[src/rtl/fwdt_pkg.sv]
package fwdt_pkg;
  typedef enum logic [2:0] {
    A_MODE = 3'd0,
    A_TC   = 3'd1,
    A_FEED = 3'd2,
    A_CSEL = 3'd3,
    A_CNT  = 3'd4
  } fwdt_addr_t;

  typedef enum logic {FS_IDLE, FS_ARMED} feed_st_t;

  localparam logic [7:0] FEED_KEY1 = 8'hAA;
  localparam logic [7:0] FEED_KEY2 = 8'h55;

  localparam int MB_EN     = 0;
  localparam int MB_RST_EN = 1;
  localparam int MB_TOF    = 2;
endpackage

[src/rtl/fwdt_feed_seq.sv]
module fwdt_feed_seq
  import fwdt_pkg::*;
(
  input  logic       clk_i,
  input  logic       rst_ni,
  input  logic       sys_rst_i,
  input  logic       wr_i,
  input  logic [7:0] data_i,
  output logic       ok_o
);
  feed_st_t st_q;

  always_ff @(posedge clk_i or negedge rst_ni) begin
    if (!rst_ni)        st_q <= FS_IDLE;
    else if (sys_rst_i) st_q <= FS_IDLE;
    else if (wr_i)      st_q <= (st_q == FS_IDLE && data_i == FEED_KEY1) ? FS_ARMED : FS_IDLE;
  end

  assign ok_o = wr_i && !sys_rst_i && (st_q == FS_ARMED) && (data_i == FEED_KEY2);
endmodule

[src/rtl/fwdt_prescale.sv]
module fwdt_prescale #(
  parameter int PRE_DIV = 4
) (
  input  logic clk_i,
  input  logic rst_ni,
  input  logic sys_rst_i,
  input  logic run_i,
  input  logic src_tick_i,
  input  logic clr_i,
  output logic tick_o
);
  localparam int PW = (PRE_DIV > 1) ? $clog2(PRE_DIV) : 1;
  localparam logic [PW-1:0] PMAX = PW'(PRE_DIV - 1);

  generate
    if (PRE_DIV > 1) begin : g_div
      logic [PW-1:0] pre_q;
      always_ff @(posedge clk_i or negedge rst_ni) begin
        if (!rst_ni)                 pre_q <= '0;
        else if (sys_rst_i || clr_i) pre_q <= '0;
        else if (run_i && src_tick_i) pre_q <= (pre_q == PMAX) ? '0 : pre_q + 1'b1;
      end
      assign tick_o = run_i && src_tick_i && !clr_i && (pre_q == PMAX);
    end else begin : g_thru
      logic unused_w;
      assign unused_w = clk_i ^ rst_ni ^ sys_rst_i ^ PMAX[0];
      assign tick_o = run_i && src_tick_i && !clr_i;
    end
  endgenerate
endmodule

[src/rtl/fwdt_counter.sv]
module fwdt_counter #(
  parameter int              CNT_W  = 24,
  parameter logic [CNT_W-1:0] TC_RST = CNT_W'(8'hFF)
) (
  input  logic             clk_i,
  input  logic             rst_ni,
  input  logic             sys_rst_i,
  input  logic             load_i,
  input  logic [CNT_W-1:0] load_val_i,
  input  logic             run_i,
  input  logic             tick_i,
  output logic [CNT_W-1:0] cnt_o,
  output logic             expire_o
);
  logic [CNT_W-1:0] cnt_q;

  assign expire_o = run_i && tick_i && !load_i && (cnt_q == '0);

  always_ff @(posedge clk_i or negedge rst_ni) begin
    if (!rst_ni)                 cnt_q <= TC_RST;
    else if (sys_rst_i)          cnt_q <= TC_RST;
    else if (load_i || expire_o) cnt_q <= load_val_i;
    else if (run_i && tick_i)    cnt_q <= cnt_q - 1'b1;
  end

  assign cnt_o = cnt_q;
endmodule

[src/rtl/fwdt_top.sv]
module fwdt_top
  import fwdt_pkg::*;
#(
  parameter int              CNT_W   = 24,
  parameter logic [CNT_W-1:0] TC_RST  = CNT_W'(8'hFF),
  parameter int              PRE_DIV = 4
) (
  input  logic             clk_i,
  input  logic             rst_ni,
  input  logic             sys_rst_i,
  input  logic             osc_tick_i,
  input  logic             we_i,
  input  logic [2:0]       addr_i,
  input  logic [CNT_W-1:0] wdata_i,
  output logic [CNT_W-1:0] rdata_o,
  output logic             rst_req_o
);
  fwdt_addr_t       addr_e;
  logic             wr_mode, wr_tc, wr_feed, wr_csel;
  logic             en_q, rst_en_q, tof_q, active_q, sel_q, rst_req_q;
  logic [CNT_W-1:0] tc_q, cnt_q;
  logic             feed_ok, src_tick, pre_tick, expire;

  assign addr_e  = fwdt_addr_t'(addr_i);
  assign wr_mode = we_i && (addr_e == A_MODE);
  assign wr_tc   = we_i && (addr_e == A_TC);
  assign wr_feed = we_i && (addr_e == A_FEED);
  assign wr_csel = we_i && (addr_e == A_CSEL);

  fwdt_feed_seq u_feed (
    .clk_i, .rst_ni, .sys_rst_i,
    .wr_i   (wr_feed),
    .data_i (wdata_i[7:0]),
    .ok_o   (feed_ok)
  );

  assign src_tick = sel_q ? 1'b1 : osc_tick_i;

  fwdt_prescale #(.PRE_DIV(PRE_DIV)) u_pre (
    .clk_i, .rst_ni, .sys_rst_i,
    .run_i      (active_q),
    .src_tick_i (src_tick),
    .clr_i      (feed_ok),
    .tick_o     (pre_tick)
  );

  fwdt_counter #(.CNT_W(CNT_W), .TC_RST(TC_RST)) u_cnt (
    .clk_i, .rst_ni, .sys_rst_i,
    .load_i     (feed_ok),
    .load_val_i (tc_q),
    .run_i      (active_q),
    .tick_i     (pre_tick),
    .cnt_o      (cnt_q),
    .expire_o   (expire)
  );

  // control registers; enable and arm are set-only
  always_ff @(posedge clk_i or negedge rst_ni) begin
    if (!rst_ni) begin
      en_q      <= 1'b0;
      rst_en_q  <= 1'b0;
      active_q  <= 1'b0;
      sel_q     <= 1'b0;
      tc_q      <= TC_RST;
      rst_req_q <= 1'b0;
    end else if (sys_rst_i) begin
      en_q      <= 1'b0;
      rst_en_q  <= 1'b0;
      active_q  <= 1'b0;
      sel_q     <= 1'b0;
      tc_q      <= TC_RST;
      rst_req_q <= 1'b0;
    end else begin
      if (wr_mode && wdata_i[MB_EN])     en_q     <= 1'b1;
      if (wr_mode && wdata_i[MB_RST_EN]) rst_en_q <= 1'b1;
      if (en_q && feed_ok)               active_q <= 1'b1;
      if (wr_csel)                       sel_q    <= wdata_i[0];
      if (wr_tc)                         tc_q     <= wdata_i;
      rst_req_q <= expire && rst_en_q;
    end
  end

  // timeout flag: only power-on reset or software clears it
  always_ff @(posedge clk_i or negedge rst_ni) begin
    if (!rst_ni)                          tof_q <= 1'b0;
    else if (sys_rst_i)                   tof_q <= tof_q;
    else if (expire)                      tof_q <= 1'b1;
    else if (wr_mode && !wdata_i[MB_TOF]) tof_q <= 1'b0;
  end

  always_comb begin
    unique case (addr_e)
      A_MODE:  rdata_o = CNT_W'({active_q, tof_q, rst_en_q, en_q});
      A_TC:    rdata_o = tc_q;
      A_CSEL:  rdata_o = CNT_W'(sel_q);
      A_CNT:   rdata_o = cnt_q;
      default: rdata_o = '0;
    endcase
  end

  assign rst_req_o = rst_req_q;
endmodule

[config.mk]
export PLATFORM = sky130hd
export DESIGN_NAME = fwdt_top
export DESIGN_NICKNAME = d
export VERILOG_FILES = /design/src/rtl/fwdt_pkg.sv /design/src/rtl/fwdt_feed_seq.sv /design/src/rtl/fwdt_prescale.sv /design/src/rtl/fwdt_counter.sv /design/src/rtl/fwdt_top.sv
export SDC_FILE = /design/constraint.sdc
export NUM_CORES = 1
export LEC_CHECK = 0
export ABC_AREA = 1
export BUFFER_PORTS_ARGS = -buffer_cell sky130_fd_sc_hd__buf_2
export CAP_MARGIN = 10
export CORE_ASPECT_RATIO = 2
export CORE_MARGIN = 4
export CORE_UTILIZATION = 38
export CTS_CLUSTER_DIAMETER = 120
export DETAILED_ROUTE_END_ITERATION = 8
export GPL_ROUTABILITY_DRIVEN = 0
export PLACE_DENSITY_LB_ADDON = 0.15
export SLEW_MARGIN = 25
export SYNTH_ARGS = -nofsm -noshare
export SYNTH_HDL_FRONTEND = slang
export SYNTH_SLANG_ARGS = --single-unit
[constraint.sdc]
create_clock -name clk_i -period 2.4 [get_ports clk_i]
set_input_delay 0.36 -clock clk_i [delete_from_list [all_inputs] [get_ports clk_i]]
set_output_delay 0.36 -clock clk_i [all_outputs]
set_load 0.01 [all_outputs]
## Word level (Yosys, flattened, before mapping)

Cells that the tools add are included.
Widths: inputs -> output; s select.

- Register bits after elaboration: 57
- Bits in latches: 0
- RAM bits: 0
- Memory bits (read-only): 0
- Input bits: 32
- Output and inout bits: 25
- Logic and storage cells: 81
- Memories kept: 0

- Add/sub/neg operators: 2
- Multiply operators: 0
- Divide/modulo/power cells: 0
- Magnitude comparators: 0
- Equal/unequal tests: 7
- Shifts and indexed selects: 0
- Multiplexer cells: 24
- Bitwise gates (word level): 2
- Reductions and logical operators: 36

Operators by type and width:

| operator | number |
|---|---|
| $mux 24 | 5 |
| $pmux 24 s4 | 1 |
| $logic_not 24->1 | 1 |
| $sub 24x1->24 const B | 1 |
| $logic_and 1x1->1 | 19 |
| $reduce_bool 2->1 | 8 |
| $mux 1 | 15 |
| $eq 8x7->1 const B | 1 |
| $eq 8x8->1 const B | 1 |
| $eq 3x2->1 const B | 2 |
| $mux 2 | 3 |
| $eq 3x1->1 const B | 1 |
| $eq 3x3->1 const B | 1 |
| $logic_not 1->1 | 3 |
| $logic_not 3->1 | 1 |
| $reduce_bool 3->1 | 1 |
| $add 2x1->2 const B | 1 |
| $eq 2x2->1 const B | 1 |
| $logic_or 1x1->1 | 2 |
| $not 1->1 | 2 |
| $reduce_and 2->1 | 1 |

## Logic depth before layout (Yosys ltp)

- Depth in word-level cells: 14
- Gate-level depth with buffers: 12
- Mapped depth without buffers: 11

## By module

A second synthesis with hierarchy kept.

- Cell total of the unflattened synthesis: 614
- Area, all modules: 3963.8 um2

Modules (own cells, without submodules):

| module | instances | cells an instance | area each (um2) | sequential area each (um2) |
|---|---|---|---|---|
| fwdt_counter | 1 | 337 | 2015.7 | 610.6 |
| fwdt_top | 1 | 235 | 1700.4 | 760.7 |
| fwdt_feed_seq | 1 | 27 | 132.6 | 25.0 |
| fwdt_prescale | 1 | 15 | 115.1 | 50.0 |

## Worst setup path after synthesis

OpenSTA, ideal clock, no wires.

- Path kind: reg-to-reg
- Start point: register u_cnt.cnt_q[0] (netlist: u_cnt.cnt_o[0])
- End point: register u_cnt.cnt_q[10] (netlist: u_cnt.cnt_o[10])
- Setup time: 0.117 ns
- Arrival time: 1.553 ns
- Required time: 2.283 ns
- Slack: 0.730 ns
- Cell stages (with the launch flop): 11
- Path buffers: 1
- Period minus slack after synthesis: 1.670 ns
- Cell sequence: dfstp_2 > inv_1 > ha_1 > nand2_1 > nor2_1 > nand3_2 > o21ai_4 > buf_4 > nand2_1 > nand3_1 > nand2_1

- Word-level cells in the longest chain between the ends: 5
- Elaborated cells between the ends (all ways): 8
- Those cells by class: 1 x add/sub; 3 x mux; 4 x reduce/logical

Ends and longest elaborated chain:

| item | line | RTL |
|---|---|---|
| start, declared | fwdt_counter.sv:15 | `logic [CNT_W-1:0] cnt_q;` |
| start signal, assigned | fwdt_counter.sv:22 | `else if (load_i \|\| expire_o) cnt_q <= load_val_i;` |
| start signal, assigned | fwdt_counter.sv:23 | `else if (run_i && tick_i) cnt_q <= cnt_q - 1'b1;` |
| parallel branches: the longest is 5 deep, another holds $sub 24x1->24 | -- |  |

Several ways; the timed one is not identified. The select of a mux whose other input is x is not followed.
A chain may end at the register's enable or synchronous reset.

## Worst setup path in the final report

- Start point: input port addr_i[0]
- End point: output port rdata_o[23]

- Word-level cells in the longest chain between the ends: 2
- Elaborated cells between the ends (all ways): 5
- Those cells by class: 3 x eq/ne; 1 x mux; 1 x reduce/logical

Ends and longest elaborated chain:

| item | line | RTL |
|---|---|---|
| start, declared | fwdt_top.sv:13 | `input logic [2:0] addr_i,` |
| $eq 3x3->1, or another cell as far along | fwdt_top.sv:92 | `unique case (addr_e)` |
| $pmux 24 s4 (*) | fwdt_top.sv:92 |  |
| end, declared | fwdt_top.sv:15 | `output logic [CNT_W-1:0] rdata_o,` |

Every way passes the cells marked *; elsewhere a longest branch is shown, timed or not.

==> reports/qor.csv <==
metric,value,unit
power_switching_share,22.4,%
track_usage,21.2,%
worstPathArrival,1.65,ns
p_per_area,573,nW/um^2
post_synth_most_frequent_cells,"147 x sky130_fd_sc_hd__nand2_1, 80 x sky130_fd_sc_hd__inv_1, 76 x sky130_fd_sc_hd__nor2_1",
total_power,2440,uW
antenna_found_initial,0,
post_detail_place_hpwl,8430,um
clock_path_buffers,2,
buffer_ports.inserted,56,
tritoncts,yes,
share_seq_of_total_power,40.4,%
syn_avg_cell_area,6.90,um^2
routed_wirelength,11000,um
regToRegSetupSlack,0.42,ns
outcome,"complete, no violations",
tritoncts.num_buffers,9,
tns_setup,0,ns
route.detailed.drc,0,
drt-vias-per-instance,5.18,
p_comb_share,6.6,%
p_leak,0.00217,uW
power_internal,1890,uW
yosys_most_used_dff,sky130_fd_sc_hd__dfrtp_1,
finalHoldViolCount,0,
detailed_place.area,3950,um^2
dp_slack,0.416,ns
maxSlewHeadroom,62.7,%
seq_area_frac_synth,41.1,%
netlist-cell-type-count,36,
placeableCoreArea,9010,um^2
rows,49,
report.final.slew_viol_count,0,
crit_path_start_kind,input pin,
cts.repair.resized,0,
netlist.top_cell.by_area,sky130_fd_sc_hd__dfrtp_1,
power_switching,545,uW
critical_path.endpoint_type,output pin,
firstDrtPassIters,4,
timing.fmax,497,MHz
critPathKind,in -> out,
area_of_the_die,11000,um^2
clock_latency_late_sink,0.33,ns
hp-class,in -> async,
power.clock.fraction,53.0,%
timing_worst_slew_pin_value,0.558,ns
drtAntennaViolNets,0,
avgRoutedWirePerCell,16.3,um
synth_cells,510,
wire_length_of_the_first_global_routing_pass,18200,um
post_route_cells_drive_above_1_share,18.9,%
ys_warn_count,0,
vias_after_detailed_routing,3517,
number_of_synthesized_register_bits,57,
num-nets-final,606,
cts_max_level,3,
ctsHoldBuffers,0,
worst_ep_required_time,2.04,ns
utilization,47.2,%
boundaryPins,57,
n_antenna_cell,0,
grt_pass1_vias,3712,
synth_nets,544,
setup-violations-final,0,
final.period_utilization,83.8,%
finClkSkew,0.00449,ns
dieHeight,144,um
syn_to_final_growth,20.8,%
floorplan.initialDensity,39.1,%
cp_max_fo,13,
dieWidth,76.1,um
synth_largest_type_area_fraction,29.1,%
grt_setup_unrepaired,no,
cts_sinks,57,
postCtsSetupRepairBufs,0,
synth_async_sr_flop_share,100,%
grt_start_max_net_pins,58,
synth_most_common_cell,sky130_fd_sc_hd__nand2_1,
syn-cell-area,3520,um^2
synthTopCellsByArea,"sky130_fd_sc_hd__dfrtp_1 29%, sky130_fd_sc_hd__nand2_1 16%, sky130_fd_sc_hd__dfstp_2 12%",
finalWorstSetupSlack,0.388,ns
detail_route.iter0.violations,210,
peakVddDrop,477,uV
fin_area,4250,um^2
path_clk_slew,0.05,ns
cts-root-buf,sky130_fd_sc_hd__clkbuf_16,
synth_enable_flop_cells,0,
period_minus_slack,2.01,ns
max_cap_viol_count,0,
grt_remaining_overflow,0,
[layout by cell type, fill, tap and decap left out, types with 7 or more instances in the layout]
cell type                   netlist  routed
sky130_fd_sc_hd__buf_2            4      56
sky130_fd_sc_hd__o22ai_1         20      20
sky130_fd_sc_hd__nor2_1          76      76
sky130_fd_sc_hd__o21ai_0         23      23
sky130_fd_sc_hd__a21oi_1         13      13
sky130_fd_sc_hd__buf_4            3       7
sky130_fd_sc_hd__inv_1           80      80
sky130_fd_sc_hd__xor2_1          14      14
sky130_fd_sc_hd__nand3_1         28      28
sky130_fd_sc_hd__nand2_1        147     147
sky130_fd_sc_hd__clkbuf_16        0       9
sky130_fd_sc_hd__dfstp_2         16      16
sky130_fd_sc_hd__dfrtp_1         41      41
[layout make-up]
type                    instances  area, um^2
well taps                     102         128
clock inverters                 4        51.3
flip-flops and latches         57        1450
fillers                       942        4760
repair buffers                 66         393
clock buffers                  12         256
inverters                      84         317
multi-input cells             354        1660
[through the flow]
step | cells | hold slack [ns]
after CTS | 679 | 0.0415
after floorplan | 510 | 0.0644
after detailed placement | 663 | 0.394
after global routing | 679 | 0.0452
after global placement | 663 | 0.387
final | 679 | 0.0304
[worst max-delay path, cell delays in order]
cell and delay, ns:
sky130_fd_sc_hd__buf_2 0.09, sky130_fd_sc_hd__inv_1 0.04, sky130_fd_sc_hd__nor2_1 0.16, sky130_fd_sc_hd__inv_1 0.06, sky130_fd_sc_hd__nor2_1 0.14, sky130_fd_sc_hd__inv_1 0.21
sky130_fd_sc_hd__buf_12 0.22, sky130_fd_sc_hd__o22ai_1 0.19, sky130_fd_sc_hd__buf_2 0.18
[path summary, 6_finish.rpt]
| kind | from | end | cells after the start |
|---|---|---|---|
| max | addr_i[0] | rdata_o[23] | 9 |
| min | rst_ni | tc_q[16] | 2 |
| max reg2reg | u_cnt.cnt_o[0] | u_cnt.cnt_o[17] | 10 |
| min reg2reg | tc_q[6] | tc_q[6] | 2 |
| max in group asynchronous | rst_ni | u_cnt.cnt_o[1] | 2 |
| min in group clk_i | wdata_i[14] | tc_q[14] | 3 |
[power by group through the flow]
stage	Sequential (uW)	Clock [uW]	Combinational, uW
2_1_floorplan	999	0	67.9
3_3_place_gp	1000	0	161
3_5_place_dp	1000	0	163
4_1_cts	985	1330	164
5_1_grt	986	1370	180
6_report	986	1290	160
[cell families after synthesis]
group | after synthesis | synth area share (%)
AND/OR/NAND/NOR | 265 | 30.5
buffers and inverters | 99 | 11.7
AO/OA/AOI/OAI | 71 | 12.0
flip-flops | 57 | 41.1
XOR/XNOR | 15 | 3.73
adder cells (fa/ha/maj) | 2 | 0.711
multiplexers | 1 | 0.284
[per-layer routing]
metal / up-vias / part of all wire (%) / GRT usage, % / wire length (um)
met4: 0 / 5.6 / 14.1 / 619
met1: 1642 / 34 / 19.9 / 3760
li1: 1729 / - / - / -
met5: - / 0 / 0 / 0
met2: 113 / 55 / 40.6 / 6110
met3: 33 / 5.0 / 4.43 / 553
[sequential cells by signal (all words and copies together) (netlist names)]
| name | cells |
|---|---|
| tc_q | 24 |
| u_feed.st_q | 1 |
| u_pre.g_div.pre_q | 2 |
| u_cnt.cnt_o | 24 |
| rst_en_q | 1 |
| active_q | 1 |
| sel_q | 1 |
| rst_req_o | 1 |
| en_q | 1 |
| tof_q | 1 |
(Power assumes the default switching activity.)
